<file path="src/rtl/tec_pkg.sv">
package tec_pkg;
    typedef enum logic [1:0] {
        ACT_HOLD = 2'b00,
        ACT_INC  = 2'b01,
        ACT_DEC  = 2'b10,
        ACT_EXC  = 2'b11
    } tec_act_e;

    typedef struct packed {
        logic     irq;
        logic     cap;
        tec_act_e act;
    } tec_entry_t;

    typedef enum logic [1:0] {
        ST_SYNC0,
        ST_SYNC1,
        ST_SEED,
        ST_RUN
    } tec_state_e;
endpackage

</file>
<file path="src/rtl/tec_sync.sv">
module tec_sync #(
    parameter int W = 3
) (
    input  logic         clk,
    input  logic         rst_n,
    input  logic [W-1:0] async_in,
    output logic [W-1:0] sync_out
);
    logic [W-1:0] stage_a;

    always_ff @(posedge clk or negedge rst_n) begin
        if (!rst_n) begin
            stage_a  <= '0;
            sync_out <= '0;
        end else begin
            stage_a  <= async_in;
            sync_out <= stage_a;
        end
    end
endmodule

</file>
<file path="src/rtl/tec_table.sv">
module tec_table
    import tec_pkg::*;
#(
    parameter int SW = 3
) (
    input  logic            clk,
    input  logic            rst_n,
    input  logic            wr_en,
    input  logic [2*SW-1:0] wr_addr,
    input  tec_entry_t      wr_entry,
    input  logic [2*SW-1:0] rd_addr,
    output tec_entry_t      rd_entry
);
    localparam int ENTRIES = 1 << (2 * SW);

    tec_entry_t mem [ENTRIES];

    always_ff @(posedge clk or negedge rst_n) begin
        if (!rst_n) begin
            for (int i = 0; i < ENTRIES; i++) begin
                mem[i] <= '{irq: 1'b0, cap: 1'b0, act: ACT_HOLD};
            end
        end else if (wr_en) begin
            mem[wr_addr] <= wr_entry;
        end
    end

    assign rd_entry = mem[rd_addr];
endmodule

</file>
<file path="src/rtl/tec_fifo.sv">
module tec_fifo #(
    parameter int DW    = 16,
    parameter int DEPTH = 8
) (
    input  logic          clk,
    input  logic          rst_n,
    input  logic          push,
    input  logic [DW-1:0] push_data,
    input  logic          pop,
    input  logic          ovf_clr,
    output logic [DW-1:0] head,
    output logic          empty,
    output logic          full,
    output logic          ovf
);
    localparam int PW = (DEPTH > 1) ? $clog2(DEPTH) : 1;
    localparam int OW = PW + 1;
    localparam logic [PW-1:0] LAST = PW'(DEPTH - 1);

    logic [DW-1:0] store [DEPTH];
    logic [PW-1:0] wr_ptr, rd_ptr;
    logic [OW-1:0] used;
    logic          do_pop, do_push;

    assign empty   = (used == '0);
    assign full    = (used == OW'(DEPTH));
    assign do_pop  = pop && !empty;
    assign do_push = push && (!full || do_pop);
    assign head    = store[rd_ptr];

    always_ff @(posedge clk) begin
        if (do_push) begin
            store[wr_ptr] <= push_data;
        end
    end

    always_ff @(posedge clk or negedge rst_n) begin
        if (!rst_n) begin
            wr_ptr <= '0;
            rd_ptr <= '0;
            used   <= '0;
            ovf    <= 1'b0;
        end else begin
            if (do_push) begin
                wr_ptr <= (wr_ptr == LAST) ? '0 : wr_ptr + 1'b1;
            end
            if (do_pop) begin
                rd_ptr <= (rd_ptr == LAST) ? '0 : rd_ptr + 1'b1;
            end
            if (do_push && !do_pop) begin
                used <= used + 1'b1;
            end else if (do_pop && !do_push) begin
                used <= used - 1'b1;
            end
            if (push && !do_push) begin
                ovf <= 1'b1;
            end else if (ovf_clr) begin
                ovf <= 1'b0;
            end
        end
    end
endmodule

</file>
<file path="src/rtl/trans_event_counter.sv">
module trans_event_counter
    import tec_pkg::*;
#(
    parameter int NUM_IN     = 3,
    parameter int CNT_W      = 16,
    parameter int FIFO_DEPTH = 8
) (
    input  logic                clk,
    input  logic                rst_n,
    input  logic [NUM_IN-1:0]   din,
    input  logic                tbl_we,
    input  logic [2*NUM_IN-1:0] tbl_addr,
    input  logic [3:0]          tbl_wdata,
    input  logic                flag_clr,
    output logic [CNT_W-1:0]    count,
    output logic                err_flag,
    output logic                irq,
    input  logic                fifo_rd,
    output logic [CNT_W-1:0]    fifo_data,
    output logic                fifo_empty,
    output logic                fifo_full,
    output logic                fifo_ovf
);
    tec_state_e        cur_st, nxt_st;
    logic [NUM_IN-1:0] cur_s, prev_s;
    tec_entry_t        entry;
    logic              in_run, st_same, step_ok;

    tec_sync #(.W(NUM_IN)) u_sync (
        .clk(clk), .rst_n(rst_n), .async_in(din), .sync_out(cur_s)
    );

    tec_table #(.SW(NUM_IN)) u_table (
        .clk(clk), .rst_n(rst_n), .wr_en(tbl_we), .wr_addr(tbl_addr),
        .wr_entry(tec_entry_t'(tbl_wdata)), .rd_addr({prev_s, cur_s}),
        .rd_entry(entry)
    );

    // Sequencer: state register
    always_ff @(posedge clk or negedge rst_n) begin
        if (!rst_n) cur_st <= ST_SYNC0;
        else        cur_st <= nxt_st;
    end

    // Sequencer: transitions and outputs
    always_comb begin
        nxt_st = cur_st;
        in_run = 1'b0;
        unique case (cur_st)
            ST_SYNC0: nxt_st = ST_SYNC1;   // T_FILL1
            ST_SYNC1: nxt_st = ST_SEED;    // T_FILL2
            ST_SEED:  nxt_st = ST_RUN;     // T_ARM
            ST_RUN: begin
                nxt_st = ST_RUN;           // T_STAY
                in_run = 1'b1;
            end
        endcase
    end

    assign st_same = (cur_s == prev_s);
    assign step_ok = in_run && !st_same;

    always_ff @(posedge clk or negedge rst_n) begin
        if (!rst_n) begin
            prev_s   <= '0;
            count    <= '0;
            err_flag <= 1'b0;
            irq      <= 1'b0;
        end else begin
            prev_s <= cur_s;
            irq    <= step_ok && entry.irq;
            if (step_ok) begin
                unique case (entry.act)
                    ACT_INC:  count <= count + 1'b1;
                    ACT_DEC:  count <= count - 1'b1;
                    ACT_HOLD: count <= count;
                    ACT_EXC:  count <= count;
                endcase
            end
            if (step_ok && entry.act == ACT_EXC) err_flag <= 1'b1;
            else if (flag_clr)                   err_flag <= 1'b0;
        end
    end

    tec_fifo #(.DW(CNT_W), .DEPTH(FIFO_DEPTH)) u_fifo (
        .clk(clk), .rst_n(rst_n), .push(step_ok && entry.cap),
        .push_data(count), .pop(fifo_rd), .ovf_clr(flag_clr),
        .head(fifo_data), .empty(fifo_empty), .full(fifo_full),
        .ovf(fifo_ovf)
    );
endmodule

</file>
<file path="config.mk">
export PLATFORM = sky130hd
export DESIGN_NAME = trans_event_counter
export DESIGN_NICKNAME = d
export VERILOG_FILES = /design/src/rtl/tec_pkg.sv /design/src/rtl/tec_sync.sv /design/src/rtl/tec_table.sv /design/src/rtl/tec_fifo.sv /design/src/rtl/trans_event_counter.sv
export SDC_FILE = /design/constraint.sdc
export NUM_CORES = 1
export LEC_CHECK = 0
export CAP_MARGIN = 20
export CORE_ASPECT_RATIO = 1.75
export CORE_MARGIN = 8
export CORE_UTILIZATION = 25
export CTS_CLUSTER_DIAMETER = 80
export CTS_CLUSTER_SIZE = 14
export DETAILED_ROUTE_END_ITERATION = 10
export PLACE_DENSITY = 0.37
export SLEW_MARGIN = 20
export SYNTH_ARGS = -nofsm -noshare
export SYNTH_HDL_FRONTEND = slang
export SYNTH_HIERARCHICAL = 1
export SYNTH_SLANG_ARGS = --single-unit
</file>
<file path="constraint.sdc">
create_clock -name clk -period 12.65 [get_ports clk]
set_input_delay 1.8975 -clock clk [delete_from_list [all_inputs] [get_ports clk]]
set_output_delay 1.8975 -clock clk [all_outputs]
set_load 0.01 [all_outputs]
</file>
==> results_dict.tcl, run 1 <==
set metrics [dict create \
    result_of_the_run "completed" \
    number_of_antenna_violations_at_the_first_check_in_global_routing 1 \
    maxCapViolCount 0 \
    synth-edff-count 128 \
    p_int_mw 2.77 \
    cts_max_level 2 \
    die_x_um 228 \
    finalSetupViolCount 0 \
    finalHoldWorstSlack_ns 0.357 \
    synth.most_common_cell "sky130_fd_sc_hd__dfrtp_1" \
    worstPathArrival_ns 6.37 \
    worst_path_max_delay_cell "sky130_fd_sc_hd__dfrtp_4" \
    worst_margin_slew_ns 1.06 \
    avgViaCountPerCell 4.69 \
    routed_wire_length_per_instance_um 23.2 \
    final_min_period_over_clock_period_pct 47.0 \
    largest_net_degree_at_the_start_of_global_routing 102 \
    dieHeight_um 387 \
    power_switching_mw 1.24 \
    total_iterations_of_the_first_detailed_routing_run 5 \
    sequentialPowerShare_pct 46.8 \
    die_area_mm2 0.0881 \
    mappedNetlistArea_mm2 0.0196 \
    hold_buffer_count_at_cts 0 \
    critPathMaxStageDelay_ns 0.86 \
    initial_core_util_pct 25.1 \
    globalRouteOverflowTotal 0 \
    total_power_mw 4.00 \
    finish.net_count 1360 \
    post-cts-setup-buffer-count 0 \
    fin_skew_ns 0.0232 \
    flow.area_growth_from_synthesis_pct 13.9 \
    number_of_placed_i_o_pins 55 \
    drc 0 \
    hold_violations 0 \
    number_of_buffers_created_by_cts 37 \
    dr_total_vias 11200 \
    synth.area.top_cells "sky130_fd_sc_hd__dfrtp_1 (38%), sky130_fd_sc_hd__edfxtp_1 (20%), sky130_fd_sc_hd__mux2_2 (16%), sky130_fd_sc_hd__mux4_2 (9.6%), sky130_fd_sc_hd__nor2_1 (1.3%)" \
    synth.net_count 1326 \
    yosys.area.top_type_share_pct 37.7 \
    synth-seq-area-share_pct 57.3 \
    worstSetupPathType "flip-flop to flip-flop" \
    post_synth_inst_count 1296 \
    maximum_buffer_depth_of_the_clock_tree 3 \
    wire_length_reported_by_the_detailed_router_um 55400 \
    gr-usage-all-layers_pct 12.5 \
    netlist-cell-type-count 74 \
    timing.critical_path.to_type "flip-flop" \
    clock.fmax_ghz 0.168 \
    crit_chain "buf_4 -> mux4_1 -> o22ai_1 -> a211o_1 -> o32ai_1 -> inv_1 -> ha_2 -> xor2_1 -> ha_1 -> and4b_1 -> or4_1 -> a211o_1 -> a32oi_1 -> nor2_1 -> xor2_1" \
    core_footprint_mm2 0.0781 \
    gp_congestion 0.735 \
    synthesis.area_per_instance_um2 15.1 \
    clock-root-buffer "sky130_fd_sc_hd__clkbuf_16" \
    leakagePower_nw 8.82 \
    powerDensity_mw_per_mm2 179 \
    async_reset_ff_share_pct 69.8 \
    post_route_cells_drive_above_1_share_pct 35.1 \
    synth-main-ff-cell "sky130_fd_sc_hd__dfrtp_1" \
    ir_drop_uv 87.1 \
    clock_latency_ns 0.58 \
    fin_cells 2384 \
    critPathLaunchType "flip-flop" \
    grt_setup_unrepaired "false" \
    setup_tns_ns 0 \
    via_count_of_the_first_global_routing_pass 12200 \
    drtAntennaViolNets 0 \
    final.min_clock_period_ns 5.95 \
    cts.repair.resized 0 \
    first_pass_grt_wire_length_um 83700 \
    synth_warnings 6 \
    timing.max_slew.rel_slack_pct 29.1 \
    p_comb_share_pct 25.5 \
    ys_seq_elements 424 \
    tritoncts "done" \
    switching_share_pct 30.9 \
    core.rowCount 136 \
    final_core_utilization_pct 28.6 \
    port_buffers 54 \
    initial_drt_markers 545 \
    yosys.area.top_type "sky130_fd_sc_hd__dfrtp_1" \
    clock_power_share_pct 27.7 \
    cts.sink_count 424 \
    post-dp-hpwl_um 37400 \
    numPlacedInstances 2326 \
    number_of_fill_cells_in_the_layout 7810 \
    cp_max_fo 58 \
    cts.clk_slew.worst_paths_ns 0.07 \
    worst-endpoint-required_ns 13.07 \
    hold_path.class "flip-flop to flip-flop" \
    most_numerous_cell_types_in_the_synthesized_netlist "sky130_fd_sc_hd__dfrtp_1 (296), sky130_fd_sc_hd__mux2_2 (286), sky130_fd_sc_hd__edfxtp_1 (128)" \
    finalMaxSlewViolations 0 \
]
through the flow:
stage	worst slack, ns	area (um^2)
finish	6.70	22400
global route	6.25	22300
CTS	6.53	22300
detailed placement	6.56	21300
global placement	6.54	21300
floorplan	7.73	19600
per-layer routing:
layer | wire, um | vias up | GRT usage (%)
met4 | 2070 | 0 | 4.95
met1 | 20300 | 5927 | 13.2
met5 | 0 | - | 0
met2 | 31300 | 185 | 24.4
li1 | - | 4989 | -
met3 | 1760 | 85 | 1.99
kinds of logic after synthesis:
family	synth area share [%]
fa+ha+maj	0.803
xor+xnor	0.982
compound gates	4.34
simple gates	6.19
buf+inv	2.47
flops	57.3
mux	27.9
power groups by stage:
| stage | clock network, mW | logic, mW | registers (mW) |
|---|---|---|---|
| finish | 1.11 | 1.02 | 1.88 |
| global route | 1.21 | 1.12 | 1.91 |
| CTS | 1.17 | 1.05 | 1.88 |
| detailed placement | 0 | 1.05 | 1.91 |
| global placement | 0 | 1.05 | 1.91 |
| floorplan | 0 | 0.684 | 1.81 |
registers in the layout (all words and copies together), names as in the netlist:
| signal | flops |
|---|---|
| u_fifo/used | 4 |
| u_fifo/store | 128 |
| count | 16 |
| irq | 1 |
| u_table/mem | 256 |
| u_fifo/ovf | 1 |
| u_sync/sync_out | 3 |
| u_sync/stage_a | 3 |
| prev_s | 3 |
| cur_st | 2 |
| u_fifo/rd_ptr | 3 |
| err_flag | 1 |
| u_fifo/wr_ptr | 3 |
layout by cell type (no fill, tap or decap), drive strengths merged, types with 12 or more instances in the layout:
| master | synthesis | routed |
|---|---|---|
| dfrtp | 296 | 296 |
| mux2 | 286 | 286 |
| edfxtp | 128 | 128 |
| mux4 | 92 | 92 |
| nor2 | 66 | 66 |
| clkbuf | 53 | 54 |
| clkdlybuf4s50 | 0 | 49 |
| nand2 | 48 | 48 |
| buf | 34 | 33 |
| o21ai | 22 | 22 |
| o22ai | 17 | 17 |
| mux2i | 15 | 15 |
| and2 | 15 | 15 |
| nor3 | 15 | 15 |
| xnor2 | 13 | 13 |
| inv | 11 | 12 |
area by class of cell:
cell class | count | area, um^2 | share of cell area [%]
sequential | 424 | 11300 | 50.4
tap | 1035 | 1290 | 5.79
clock buffer | 54 | 1040 | 4.66
antenna | 1 | 2.50 | 0.0112
multi-input combinational | 774 | 7930 | 35.5
inverter | 11 | 41.3 | 0.185
timing repair buffer | 82 | 739 | 3.31
clock inverter | 3 | 41.3 | 0.185
worst paths after layout:
| check | from | to | slack, ns | cells past startpoint |
|---|---|---|---|---|
| setup reg to reg | u_sync/sync_out[1]$_DFF_PN0_ | count[6]$_DFFE_PN0P_ | 6.70 | 15 |
| hold reg to reg | u_sync/stage_a[2]$_DFF_PN0_ | u_sync/sync_out[2]$_DFF_PN0_ | 0.36 | 0 |
| min in group asynchronous | rst_n | u_sync/stage_a[1]$_DFF_PN0_ | 1.36 | 1 |
| setup / recovery | u_sync/sync_out[1]$_DFF_PN0_ | count[6]$_DFFE_PN0P_ | 6.70 | 15 |
| hold / removal | u_sync/stage_a[2]$_DFF_PN0_ | u_sync/sync_out[2]$_DFF_PN0_ | 0.36 | 0 |
| max in group asynchronous | rst_n | u_table/mem[251]$_DFFE_PN0P_ | 9.27 | 3 |
critical path, delay by kind of cell (launching register included):
family,cells,cell delay [ns]
mux,1,0.65
buf+inv,2,0.76
flops,1,0.86
compound gates,5,1.16
fa+ha+maj,2,1.07
simple gates,3,0.94
xor+xnor,2,0.30
(Power assumes the default switching activity.)
==> run 2, diff against run 1 <==
--- a/config.mk
+++ b/config.mk
@@ -12,7 +12,7 @@
 export CTS_CLUSTER_DIAMETER = 80
 export CTS_CLUSTER_SIZE = 14
 export DETAILED_ROUTE_END_ITERATION = 10
-export PLACE_DENSITY = 0.37
+export PLACE_DENSITY = 0.38
 export SLEW_MARGIN = 20
 export SYNTH_ARGS = -nofsm -noshare
 export SYNTH_HDL_FRONTEND = slang
==> constraint.sdc (replaced) <==
create_clock -name clk -period 5.05 [get_ports clk]
set_input_delay 0.7575 -clock clk [delete_from_list [all_inputs] [get_ports clk]]
set_output_delay 0.7575 -clock clk [all_outputs]
set_load 0.01 [all_outputs]
==> run 2 against run 1 <==
Against the previous run: register-to-register slack got worse by 6.4 ns; global-route usage rose by 0.34 points; non-clock buffer count rose by 12; sequential cell count did not move; total power rose by 150%; utilization rose by 0.051 points; combinational power rose by 150%; largest cell class unchanged; setup slack got worse by 6.4 ns; clock skew barely moved.
==> results_dict.tcl, run 2 (synthesis results as in run 1) <==
set metrics [dict create \
    result_of_the_run "completed" \
    post-cts-setup-buffer-count 0 \
    number_of_placed_i_o_pins 55 \
    post_route_cells_drive_above_1_share_pct 35.4 \
    core.rowCount 136 \
    worstPathArrival_ns 5.13 \
    die_area_mm2 0.0881 \
    largest_net_degree_at_the_start_of_global_routing 119 \
    cp_common_cell "sky130_fd_sc_hd__buf_4" \
    detailed_place.area_mm2 0.0214 \
    tritoncts "done" \
    number_of_antenna_violations_at_the_first_check_in_global_routing 2 \
    gr-usage-all-layers_pct 12.9 \
    clock_latency_ns 0.56 \
    final.min_clock_period_ns 4.72 \
    drtAntennaViolNets 0 \
    finalSetupViolCount 0 \
    worstSetupPathType "flip-flop to flip-flop" \
    first_pass_grt_wire_length_um 85900 \
    flow.area_growth_from_synthesis_pct 14.1 \
    globalRouteOverflowTotal 0 \
    cp.buffers_inverters 3 \
    registers_with_the_most_flip_flops "u_table/mem: 256 flops, u_fifo/store: 128 flops, count: 16 flops" \
    cts_max_level 2 \
    total_area_of_multi_input_combinational_cells_mm2 0.00793 \
    fin_skew_ns 0.0229 \
    via_count_of_the_first_global_routing_pass 12200 \
    gp_congestion 0.775 \
    layout.cell_area.non_filler_mm2 0.0224 \
    most_frequent_cells_in_the_layout "sky130_fd_sc_hd__dfrtp_1 (292), sky130_fd_sc_hd__mux2_2 (286), sky130_fd_sc_hd__edfxtp_1 (128), sky130_fd_sc_hd__mux4_2 (84), sky130_fd_sc_hd__nor2_1 (63)" \
    worst_margin_slew_ns 1.05 \
    grt_setup_unrepaired "false" \
    core_footprint_mm2 0.0781 \
    clock.fmax_ghz 0.212 \
    cts.sink_count 424 \
    critPathLaunchType "flip-flop" \
    largest_register_ffs 256 \
    layout.cells.most_common "sky130_fd_sc_hd__dfrtp_1" \
    timing.critical_path.to_type "flip-flop" \
    dieHeight_um 387 \
    wire_length_reported_by_the_detailed_router_um 56900 \
    avgViaCountPerCell 4.68 \
    routed_wire_length_per_instance_um 23.7 \
    die_x_um 228 \
    powerDensity_mw_per_mm2 442 \
    post-dp-hpwl_um 39700 \
    worst_path_max_delay_cell "sky130_fd_sc_hd__dfrtp_4" \
    cts.clk_slew.worst_paths_ns 0.07 \
    finish.net_count 1371 \
    timing.reg2reg.setup_slack_ns 0.33 \
    number_of_fill_cells_in_the_layout 7829 \
    cp_top_family "compound AO/OA/AOI/OAI gates" \
    cp_max_fo 40 \
    initial_drt_markers 536 \
    critPathMaxStageDelay_ns 0.64 \
    crit_chain "buf_4 -> mux4_2 -> mux2_2 -> o21ai_0 -> o32ai_1 -> ha_2 -> buf_4 -> buf_4 -> or3b_1 -> o22ai_2 -> and3_1 -> a2111oi_0 -> nor4_1 -> o221ai_1" \
    leakagePower_nw 8.85 \
    timing.rr.end "count[13]$_DFFE_PN0P_" \
    layout.area.seq_mm2 0.0113 \
    maxCapViolCount 0 \
    port_buffers 54 \
    initial_core_util_pct 25.1 \
    hold_violations 0 \
    setup_tns_ns 0 \
    hold_path.class "input port to asynchronous set/reset pin" \
    ir_drop_uv 268 \
    dr_total_vias 11200 \
    top_register "u_table/mem" \
    drc 0 \
    total_iterations_of_the_first_detailed_routing_run 5 \
    cts.repair.resized 0 \
    hold_buffer_count_at_cts 0 \
    maximum_buffer_depth_of_the_clock_tree 3 \
    clock-root-buffer "sky130_fd_sc_hd__clkbuf_16" \
    rr_worst_depth 14 \
    worst_r2r_startpoint "u_sync/sync_out[1]$_DFF_PN0_" \
    finalMaxSlewViolations 0 \
    final_min_period_over_clock_period_pct 93.4 \
    timing.max_slew.rel_slack_pct 29.5 \
    number_of_buffers_created_by_cts 36 \
    worst-endpoint-required_ns 5.46 \
]
## run 2: changes by cell type in the layout (fill, tap and decap cells not counted), moves of 2 or more
cell	previous run	this run
sky130_fd_sc_hd__clkbuf_1	14	16
sky130_fd_sc_hd__diode_2	1	3
sky130_fd_sc_hd__clkbuf_16	39	37
sky130_fd_sc_hd__buf_4	27	37
sky130_fd_sc_hd__buf_12	0	3
sky130_fd_sc_hd__clkinv_8	2	0
## run 2: cell type report
cell class	count	share of cell area (%)
timing repair buffer	94	3.86
multi-input combinational	774	35.4
antenna	3	0.0335
clock inverter	1	0.0503
clock buffer	53	4.40
sequential	424	50.3
tap	1035	5.78
inverter	11	0.184
## run 2: worst register-to-register path: stages, from the launching register on
cell and delay, ns:
sky130_fd_sc_hd__dfrtp_4 0.64, sky130_fd_sc_hd__buf_4 0.38, sky130_fd_sc_hd__mux4_2 0.27, sky130_fd_sc_hd__mux2_2 0.18, sky130_fd_sc_hd__o21ai_0 0.09, sky130_fd_sc_hd__o32ai_1 0.55
sky130_fd_sc_hd__ha_2 0.33, sky130_fd_sc_hd__buf_4 0.23, sky130_fd_sc_hd__buf_4 0.37, sky130_fd_sc_hd__or3b_1 0.45, sky130_fd_sc_hd__o22ai_2 0.21, sky130_fd_sc_hd__and3_1 0.25
sky130_fd_sc_hd__a2111oi_0 0.13, sky130_fd_sc_hd__nor4_1 0.33, sky130_fd_sc_hd__o221ai_1 0.17
## run 2: how the worst max path moves through the flow
stage	slack [ns]	cells after the start	from	to
2_1_floorplan	0.13	22	u_sync/sync_out[0]$_DFF_PN0_	count[6]$_DFFE_PN0P_
3_3_place_gp	0.29	14	u_sync/sync_out[1]$_DFF_PN0_	count[13]$_DFFE_PN0P_
3_5_place_dp	0.33	14	u_sync/sync_out[1]$_DFF_PN0_	count[13]$_DFFE_PN0P_
4_1_cts	0.32	14	u_sync/sync_out[1]$_DFF_PN0_	count[13]$_DFFE_PN0P_
5_1_grt	0.06	15	u_sync/sync_out[1]$_DFF_PN0_	count[13]$_DFFE_PN0P_
6_report	0.33	14	u_sync/sync_out[1]$_DFF_PN0_	count[13]$_DFFE_PN0P_
## run 2: power breakdown
part | switching (mW) | internal, mW | total [mW]
Clock | 1.28 | 1.35 | 2.63
Sequential | 0.602 | 4.16 | 4.76
Combinational | 1.18 | 1.33 | 2.51
Total | 3.06 | 6.84 | 9.90
## run 2: layer usage
metal  global-route usage (%)  up-vias  routed length [um]
met2                     25.9      192               33000
met1                     13.5     5936               20800
met4                     4.15        0                1600
met3                     1.58       71                1460
li1                         -     5004                   -
met5                        0        -                   0
## run 2: through the flow
| stage | total power [mW] | setup slack (ns) | util, % | instances | hold slack, ns |
|---|---|---|---|---|---|
| after CTS | 10.2 | 0.323 | 28.7 | 2392 | 0.347 |
| after detailed placement | 7.45 | 0.330 | 27.4 | 2338 | 0.337 |
| after floorplan | 6.24 | 0.132 | - | 1296 | 0.331 |
| final | 9.90 | 0.332 | 28.7 | 2395 | 0.252 |
| after global routing | 10.5 | 0.0623 | 28.7 | 2392 | 0.367 |
| after global placement | 7.41 | 0.293 | 27.4 | 2338 | 0.332 |
